## src/rtl/fsm_seq_pkg.sv

```systemverilog
package fsm_seq_pkg;

  // Strobes from control to datapath
  typedef struct packed {
    logic loadEn;    // memory write allowed
    logic clrState;  // force state to zero
    logic stepEn;    // take a transition
  } seqStrobe_t;

  function automatic int binom(input int a, input int b);
    int res;
    if (b < 0 || b > a) return 0;
    res = 1;
    for (int j = 1; j <= b; j++) res = res * (a - b + j) / j;
    return res;
  endfunction

  function automatic int selWidth(input int n, input int k);
    int c;
    c = binom(n, k);
    return (c > 1) ? $clog2(c) : 1;
  endfunction

  function automatic int wordWidth(input int n, input int k, input int sw, input int ow);
    return selWidth(n, k) + (2 ** k) * sw + ow;
  endfunction

endpackage

```

## src/rtl/fsm_seq_ctrl.sv

```systemverilog
module fsm_seq_ctrl
  import fsm_seq_pkg::*;
(
  input  logic       rst,
  input  logic       wrEn,
  output seqStrobe_t strb
);

  always_comb begin
    strb.clrState = rst;
    strb.loadEn   = rst & wrEn;
    strb.stepEn   = ~rst;
  end

endmodule

```

## src/rtl/fsm_seq_datapath.sv

```systemverilog
module fsm_seq_datapath
  import fsm_seq_pkg::*;
#(
  parameter int N_IN    = 4,
  parameter int K_SEL   = 2,
  parameter int STATE_W = 3,
  parameter int OUT_W   = 4
) (
  input  logic                                              clk,
  input  seqStrobe_t                                        strb,
  input  logic [STATE_W-1:0]                                wrAddr,
  input  logic [wordWidth(N_IN,K_SEL,STATE_W,OUT_W)-1:0]    wrData,
  input  logic [N_IN-1:0]                                   inVec,
  output logic [STATE_W-1:0]                                stateQ,
  output logic [OUT_W-1:0]                                  outVec,
  output logic                                              selErr
);

  localparam int NUM_SUB   = binom(N_IN, K_SEL);
  localparam int SEL_W     = selWidth(N_IN, K_SEL);
  localparam int SUB_SLOTS = 2 ** SEL_W;
  localparam int NXT_CNT   = 2 ** K_SEL;
  localparam int WORD_W    = wordWidth(N_IN, K_SEL, STATE_W, OUT_W);
  localparam int DEPTH     = 2 ** STATE_W;
  localparam logic [SEL_W:0] NUM_SUB_V = (SEL_W+1)'(NUM_SUB);

  // Position of element 'slot' in the subset of lexicographic rank 'rank'
  function automatic int subsetPos(input int rank, input int slot);
    int rem, lo, pos, cnt;
    bit found;
    rem = rank; lo = 0; pos = 0;
    for (int i = 0; i < K_SEL; i++) begin
      found = 1'b0;
      for (int cand = 0; cand < N_IN; cand++) begin
        if (!found && cand >= lo) begin
          cnt = binom(N_IN - cand - 1, K_SEL - i - 1);
          if (rem < cnt) begin
            if (i == slot) pos = cand;
            lo = cand + 1;
            found = 1'b1;
          end else begin
            rem = rem - cnt;
          end
        end
      end
    end
    return pos;
  endfunction

  logic [WORD_W-1:0]  memQ [DEPTH];
  logic [WORD_W-1:0]  curWord;
  logic [SEL_W-1:0]   selIdx;
  logic [K_SEL-1:0]   subsetBits [SUB_SLOTS];
  logic [K_SEL-1:0]   testBits;
  logic [STATE_W-1:0] nxtField [NXT_CNT];
  logic [STATE_W-1:0] nextState;

  always_ff @(posedge clk) begin
    if (strb.loadEn) memQ[wrAddr] <= wrData;
  end

  assign curWord = memQ[stateQ];
  assign selIdx  = curWord[SEL_W-1:0];
  assign outVec  = curWord[WORD_W-1 -: OUT_W];

  for (genvar j = 0; j < NXT_CNT; j++) begin : g_nxt
    assign nxtField[j] = curWord[SEL_W + j*STATE_W +: STATE_W];
  end

  // Test-set multiplexer inputs: one k-bit group per legal subset
  for (genvar s = 0; s < SUB_SLOTS; s++) begin : g_sub
    if (s < NUM_SUB) begin : g_legal
      for (genvar b = 0; b < K_SEL; b++) begin : g_bit
        localparam int POS = subsetPos(s, b);
        assign subsetBits[s][b] = inVec[POS];
      end
    end else begin : g_pad
      assign subsetBits[s] = '0;
    end
  end

  assign selErr    = ({1'b0, selIdx} >= NUM_SUB_V);
  assign testBits  = subsetBits[selIdx];
  assign nextState = selErr ? nxtField[0] : nxtField[testBits];

  always_ff @(posedge clk) begin
    if (strb.clrState)    stateQ <= '0;
    else if (strb.stepEn) stateQ <= nextState;
  end

  // reset lands on state zero
  p_reset_zero_r1: assert property (@(posedge clk) strb.clrState |=> stateQ == '0)
    else $error("R1 state not zero after reset");

  // illegal index takes field 0
  p_illegal_field0_r6: assert property (@(posedge clk) disable iff (strb.clrState)
    (selErr && strb.stepEn) |=> stateQ == $past(nxtField[0]))
    else $error("R6 illegal index did not take field 0");

  // loading never overlaps running
  p_load_halted_r7: assert property (@(posedge clk) strb.loadEn |-> !strb.stepEn)
    else $error("R7 load while running");

  // with state and memory unchanged, output holds
  p_out_steady_r5: assert property (@(posedge clk) disable iff (strb.clrState)
    (!$past(strb.clrState) && $stable(stateQ)) |-> $stable(outVec))
    else $error("R5 output moved without state change");

endmodule

```

## src/rtl/fsm_seq_top.sv

```systemverilog
module fsm_seq_top
  import fsm_seq_pkg::*;
#(
  parameter int N_IN    = 4,
  parameter int K_SEL   = 2,
  parameter int STATE_W = 3,
  parameter int OUT_W   = 4
) (
  input  logic                                           clk,
  input  logic                                           rst,
  input  logic                                           wrEn,
  input  logic [STATE_W-1:0]                             wrAddr,
  input  logic [wordWidth(N_IN,K_SEL,STATE_W,OUT_W)-1:0] wrData,
  input  logic [N_IN-1:0]                                inVec,
  output logic [STATE_W-1:0]                             stateOut,
  output logic [OUT_W-1:0]                               outVec,
  output logic                                           selErr
);

  seqStrobe_t strb;

  fsm_seq_ctrl u_ctrl (
    .rst  (rst),
    .wrEn (wrEn),
    .strb (strb)
  );

  fsm_seq_datapath #(
    .N_IN(N_IN), .K_SEL(K_SEL), .STATE_W(STATE_W), .OUT_W(OUT_W)
  ) u_dp (
    .clk    (clk),
    .strb   (strb),
    .wrAddr (wrAddr),
    .wrData (wrData),
    .inVec  (inVec),
    .stateQ (stateOut),
    .outVec (outVec),
    .selErr (selErr)
  );

endmodule

```

## config.mk

```make
export PLATFORM = sky130hd
export DESIGN_NAME = fsm_seq_top
export DESIGN_NICKNAME = d
export VERILOG_FILES = /design/src/rtl/fsm_seq_pkg.sv /design/src/rtl/fsm_seq_ctrl.sv /design/src/rtl/fsm_seq_datapath.sv /design/src/rtl/fsm_seq_top.sv
export SDC_FILE = /design/constraint.sdc
export NUM_CORES = 1
export LEC_CHECK = 0
export BUFFER_PORTS_ARGS = -buffer_cell sky130_fd_sc_hd__buf_2
export CAP_MARGIN = 25
export CORE_MARGIN = 4
export CORE_UTILIZATION = 45
export CTS_CLUSTER_SIZE = 20
export DETAILED_ROUTE_END_ITERATION = 12
export SLEW_MARGIN = 10
export SYNTH_ARGS = -nofsm -noshare
export SYNTH_HDL_FRONTEND = slang
export SYNTH_SLANG_ARGS = --single-unit
```

## constraint.sdc

```tcl
create_clock -name clk -period 3.05 [get_ports clk]
set_input_delay 0.61 -clock clk [delete_from_list [all_inputs] [get_ports clk]]
set_output_delay 0.61 -clock clk [all_outputs]
set_load 0.03 [all_outputs]
```

==> results_dict.tcl, run 1 <==
set metrics [dict create \
    clk_path_buf_depth 2 \
    nNetsFinal 353 \
    total_power_w 0.00615 \
    ys_top_cells_by_count "edfxtp_1, mux4_2, mux2i_1" \
    synth_nets 292 \
    synth_top_cell_by_area "edfxtp_1" \
    ys_warn_count 0 \
    cts_sinks 155 \
    grt_use_total 0.158 \
    p_per_area_nw_per_um2 855 \
    cts_tree "done" \
    totalWireLength_mm 11.2 \
    wire_per_inst_um 21.8 \
    fin_ws_ps 218 \
    p_sw_frac 0.268 \
    p_sw_w 0.00164 \
    hold_class "input port to register" \
    ant_nets 0 \
    ys_dominant_reg_cell "edfxtp_1" \
    setup_tns_ps 0 \
    ys_async_sr_fraction 0 \
    period_needed_ps 2830 \
    drtIter0Drc 203 \
    leakagePower_nw 2.36 \
    rsz0062_at_grt "no" \
    arrival_ps 2220 \
    cts_resized 0 \
    fin_crit_sh 0.928 \
    synth_most_common_cell "edfxtp_1" \
    port_buffers 36 \
    dp_hpwl_mm 6.78 \
    cts_setup_buffers 0 \
    ios 37 \
    p_comb_frac 0.248 \
    die_y_um 124 \
    drc 0 \
    p_clk_frac 0.353 \
    syn_area_per_cell_um2 23.1 \
    routabilityCongestion 0.743 \
    grt.overflow.total 0 \
    viasPerCell 5.36 \
    cp.required_ps 2440 \
    antenna_found_initial 0 \
    cp-end-kind "primary output" \
    cts_buffers 17 \
    final_cell_area_um2 7200 \
    clock_latency_ps 410 \
    cts_hold_repair.buffers 0 \
    fill_cells 1035 \
    h-tree-depth 4 \
    drive_above_1_share 0.415 \
    skew_ps 5.09 \
    worstSetupPathType "register to primary output" \
    irDropWorstVdd_v 0.000361 \
    pre_cts_slack_ps 379 \
    syn_inst 263 \
    slew_violations 0 \
    yosysTopAreaCellShare 0.751 \
    finalHoldViolCount 0 \
    synth_edf_count 152 \
    synth_area_leaders "edfxtp_1, mux4_2, mux2i_1" \
    worst_pin_slew_ps 540 \
    vias 2754 \
    synth_area_um2 6080 \
    cap_violations 0 \
    ys_seq_area_frac 0.761 \
    fmax_mhz 353 \
    clk_pin_slew_worst_paths_ps 60 \
    path_max_fanout 16 \
    cts-root-buf "clkbuf_16" \
    max_slew_margin 0.640 \
    drt_first_pass_iters 4 \
    grt_pass1_wl_mm 16.9 \
    startpoint_type "register" \
    die_w_um 124 \
    grt_pass1_vias 2880 \
    ys_types 29 \
    rows 42 \
    status "finished clean" \
    placed_area_um2 6570 \
    start_util 0.459 \
    setup_violations 0 \
    grt_max_degree 25 \
    core_area_um2 13200 \
    syn_to_final_growth_pct 18.4 \
    seqPwrFrac 0.400 \
    ys_ff_latch 155 \
    intPower_w 0.00450 \
    die_area_um2 15400 \
]
-- metrics by stage --
stage | std cells | util | hold slack (ps)
finish | 514 | 0.543 | 466
global route | 513 | 0.543 | 460
CTS | 513 | 0.543 | 450
detailed placement | 481 | 0.496 | 813
global placement | 481 | 0.496 | 823
floorplan | 263 | - | 709
-- layout make-up --
type	count	area [um2]	share of cell area
well taps	176	220	0.0306
repair buffers	53	308	0.0428
clock inverters	15	198	0.0275
inverters	2	7.51	0.00104
flip-flops and latches	155	4630	0.643
multi-input cells	95	1410	0.196
clock buffers	17	425	0.0591
diodes	1	2.50	0.000348
-- placed cells by master (no fill, tap or decap), drive strengths merged --
cell / n
a211oi: 1
a21o: 3
a221oi: 4
a22o: 1
and2: 1
buf: 53
bufinv: 4
clkbuf: 17
clkinv: 7
clkinvlp: 2
dfxtp: 3
diode: 1
edfxtp: 152
inv: 4
mux2: 11
mux2i: 16
mux4: 38
nand2: 2
nand2b: 2
nand3: 2
nand3b: 1
nor2: 7
nor3: 2
nor4: 1
o211a: 1
o21ai: 1
o21bai: 1
-- routing by layer --
metal / vias up / part of all wire / global-route usage
li1: 1246 / - / -
met1: 1451 / 0.44 / 0.201
met2: 47 / 0.52 / 0.260
met3: 10 / 0.035 / 0.0454
met4: 0 / 0.0094 / 0.0554
met5: - / 0 / 0
-- flip-flops by register name (all words and copies together), names as in the netlist --
register / flops
stateOut: 3
u_dp.memQ: 152
-- cells by family (layout without fill, tap and decap cells) --
logic type | count (synthesis) | count (layout) | share of synthesized area
multiplexers | 65 | 65 | 0.193
AO/OA/AOI/OAI | 12 | 12 | 0.0179
buffers and inverters | 13 | 87 | 0.0113
AND/OR/NAND/NOR | 18 | 18 | 0.0167
other | 0 | 1 | 0
flip-flops | 155 | 155 | 0.761
-- worst max-delay path, stage by stage (launching register included) --
cell and delay, ps:
dfxtp_2 430, buf_4 360, mux4_2 550, mux2_2 280, buf_2 180
-- power by group through the flow --
stage	clock network (W)	registers, W	logic (W)
3_3_place_gp	0	0.00250	0.00154
3_5_place_dp	0	0.00250	0.00154
5_1_grt	0.00231	0.00246	0.00164
4_1_cts	0.00222	0.00246	0.00155
6_report	0.00217	0.00246	0.00152
2_1_floorplan	0	0.00250	0.00117
-- path summary, 6_finish.rpt --
kind / start / endpoint / slack [ps] / cells after the start
worst max-delay path: stateOut[0] / outVec[3] / 220 / 4
worst min-delay path: wrData[18] / u_dp.memQ[5][18] / 470 / 1
worst max register to register: stateOut[0] / stateOut[0] / 370 / 6
worst min register to register: stateOut[2] / stateOut[0] / 830 / 3
Power figures use the tool's default switching activity.
==> run 2: changes to the inputs <==
Settings changed: PLACE_DENSITY set to 0.64.
==> results_dict.tcl, run 2 (same netlist as run 1, synthesis figures left out) <==
set metrics [dict create \
    clock_latency_ps 420 \
    setup_tns_ps 0 \
    mostFrequentLayoutCells "edfxtp_1, mux4_2, buf_2" \
    rsz0062_at_grt "no" \
    drc 0 \
    p_comb_frac 0.257 \
    core_area_um2 13200 \
    start_util 0.459 \
    regMostFlops "u_dp.memQ" \
    fmax_mhz 354 \
    cts_setup_buffers 0 \
    setup_violations 0 \
    grt_max_degree 23 \
    whs_path_depth 1 \
    max_slew_margin 0.621 \
    seqPwrFrac 0.403 \
    finalHoldViolCount 0 \
    h-tree-depth 4 \
    fill_cells 1023 \
    cts_sinks 155 \
    grt_pass1_wl_mm 16.7 \
    period_needed_ps 2820 \
    worstPathCellList "buf_6, mux4_2, mux2i_4, nor2_1, buf_2" \
    irDropWorstVdd_v 0.000371 \
    hold_class "input port to register" \
    p_sw_w 0.00161 \
    startpoint_type "register" \
    whs_ps 464 \
    cp.required_ps 2440 \
    grt_use_total 0.156 \
    clk_path_buf_depth 2 \
    cp-end-kind "primary output" \
    viasPerCell 5.35 \
    grt_pass1_vias 2808 \
    mostFrequentLayoutCell "edfxtp_1" \
    leakagePower_nw 2.33 \
    intPower_w 0.00443 \
    p_sw_frac 0.267 \
    status "finished clean" \
    cts_hold_repair.buffers 0 \
    die_y_um 124 \
    dp_hpwl_mm 6.63 \
    drt_first_pass_iters 4 \
    cts_buffers 17 \
    largest_reg_flops 152 \
    critPathSlowestCell "mux4_2" \
    syn_to_final_growth_pct 17.9 \
    skew_ps 14.0 \
    antenna_found_initial 0 \
    totalWireLength_mm 10.9 \
    p_per_area_nw_per_um2 843 \
    grt.overflow.total 0 \
    vias 2742 \
    arrival_ps 2210 \
    ios 37 \
    die_w_um 124 \
    clk_pin_slew_worst_paths_ps 60 \
    nNetsFinal 354 \
    cp_slowest_stage_delay_ps 550 \
    ant_nets 0 \
    p_clk_frac 0.339 \
    cts-root-buf "clkbuf_16" \
    drtIter0Drc 181 \
    cts_tree "done" \
    drive_above_1_share 0.409 \
    rows 42 \
    path_max_fanout 11 \
    die_area_um2 15400 \
    wire_per_inst_um 21.3 \
    worstSetupPathType "register to primary output" \
    slew_violations 0 \
    r2r_cells 6 \
    routabilityCongestion 0.767 \
    worst_pin_slew_ps 569 \
    port_buffers 36 \
    fin_crit_sh 0.925 \
    antennaDiodeCount 0 \
    cap_violations 0 \
    cts_resized 0 \
]
## run 2: path summary, 6_finish.rpt
path	startpoint	to	slack, ps
setup / recovery	stateOut[0]	selErr	230
hold / removal	wrData[2]	u_dp.memQ[6][2]	460
setup reg to reg	stateOut[0]	stateOut[2]	330
hold reg to reg	stateOut[2]	stateOut[0]	980
## run 2: critical path: cells and delay by family (launching register included)
| family | cells | cell delay [ps] |
|---|---|---|
| mux | 2 | 800 |
| buf+inv | 2 | 440 |
| flops | 1 | 410 |
| simple gates | 1 | 160 |
## run 2: layout make-up
class	count	area, um2	share of cell area
clock buffers	20	437	0.0610
inverters	2	7.51	0.00105
well taps	176	220	0.0307
flip-flops and latches	155	4630	0.646
multi-input cells	95	1410	0.196
repair buffers	54	319	0.0445
clock inverters	11	146	0.0204
## run 2: per-layer routing
metal | GRT usage | wire [um]
met5 | 0 | 0
met4 | 0.0438 | 97
met3 | 0.0522 | 350
met2 | 0.257 | 5750
met1 | 0.201 | 4740
## run 2: power by group through the flow
stage,clock [W],combinational (W),sequential (W)
detailed placement,0,0.00157,0.00248
finish,0.00205,0.00155,0.00243
CTS,0.00209,0.00158,0.00243
global route,0.00220,0.00168,0.00244
global placement,0,0.00155,0.00248
floorplan,0,0.00117,0.00250
## run 2: metrics by stage
stage / worst slack, ps / cells / instance area, um2 / util / power (W)
2_1_floorplan: 310 / 263 / 6080 / - / 0.00367
3_3_place_gp: 411 / 482 / 6580 / 0.497 / 0.00403
3_5_place_dp: 332 / 482 / 6580 / 0.497 / 0.00405
4_1_cts: 106 / 513 / 7160 / 0.541 / 0.00610
5_1_grt: 63.7 / 513 / 7160 / 0.541 / 0.00632
6_report: 228 / 513 / 7160 / 0.541 / 0.00604
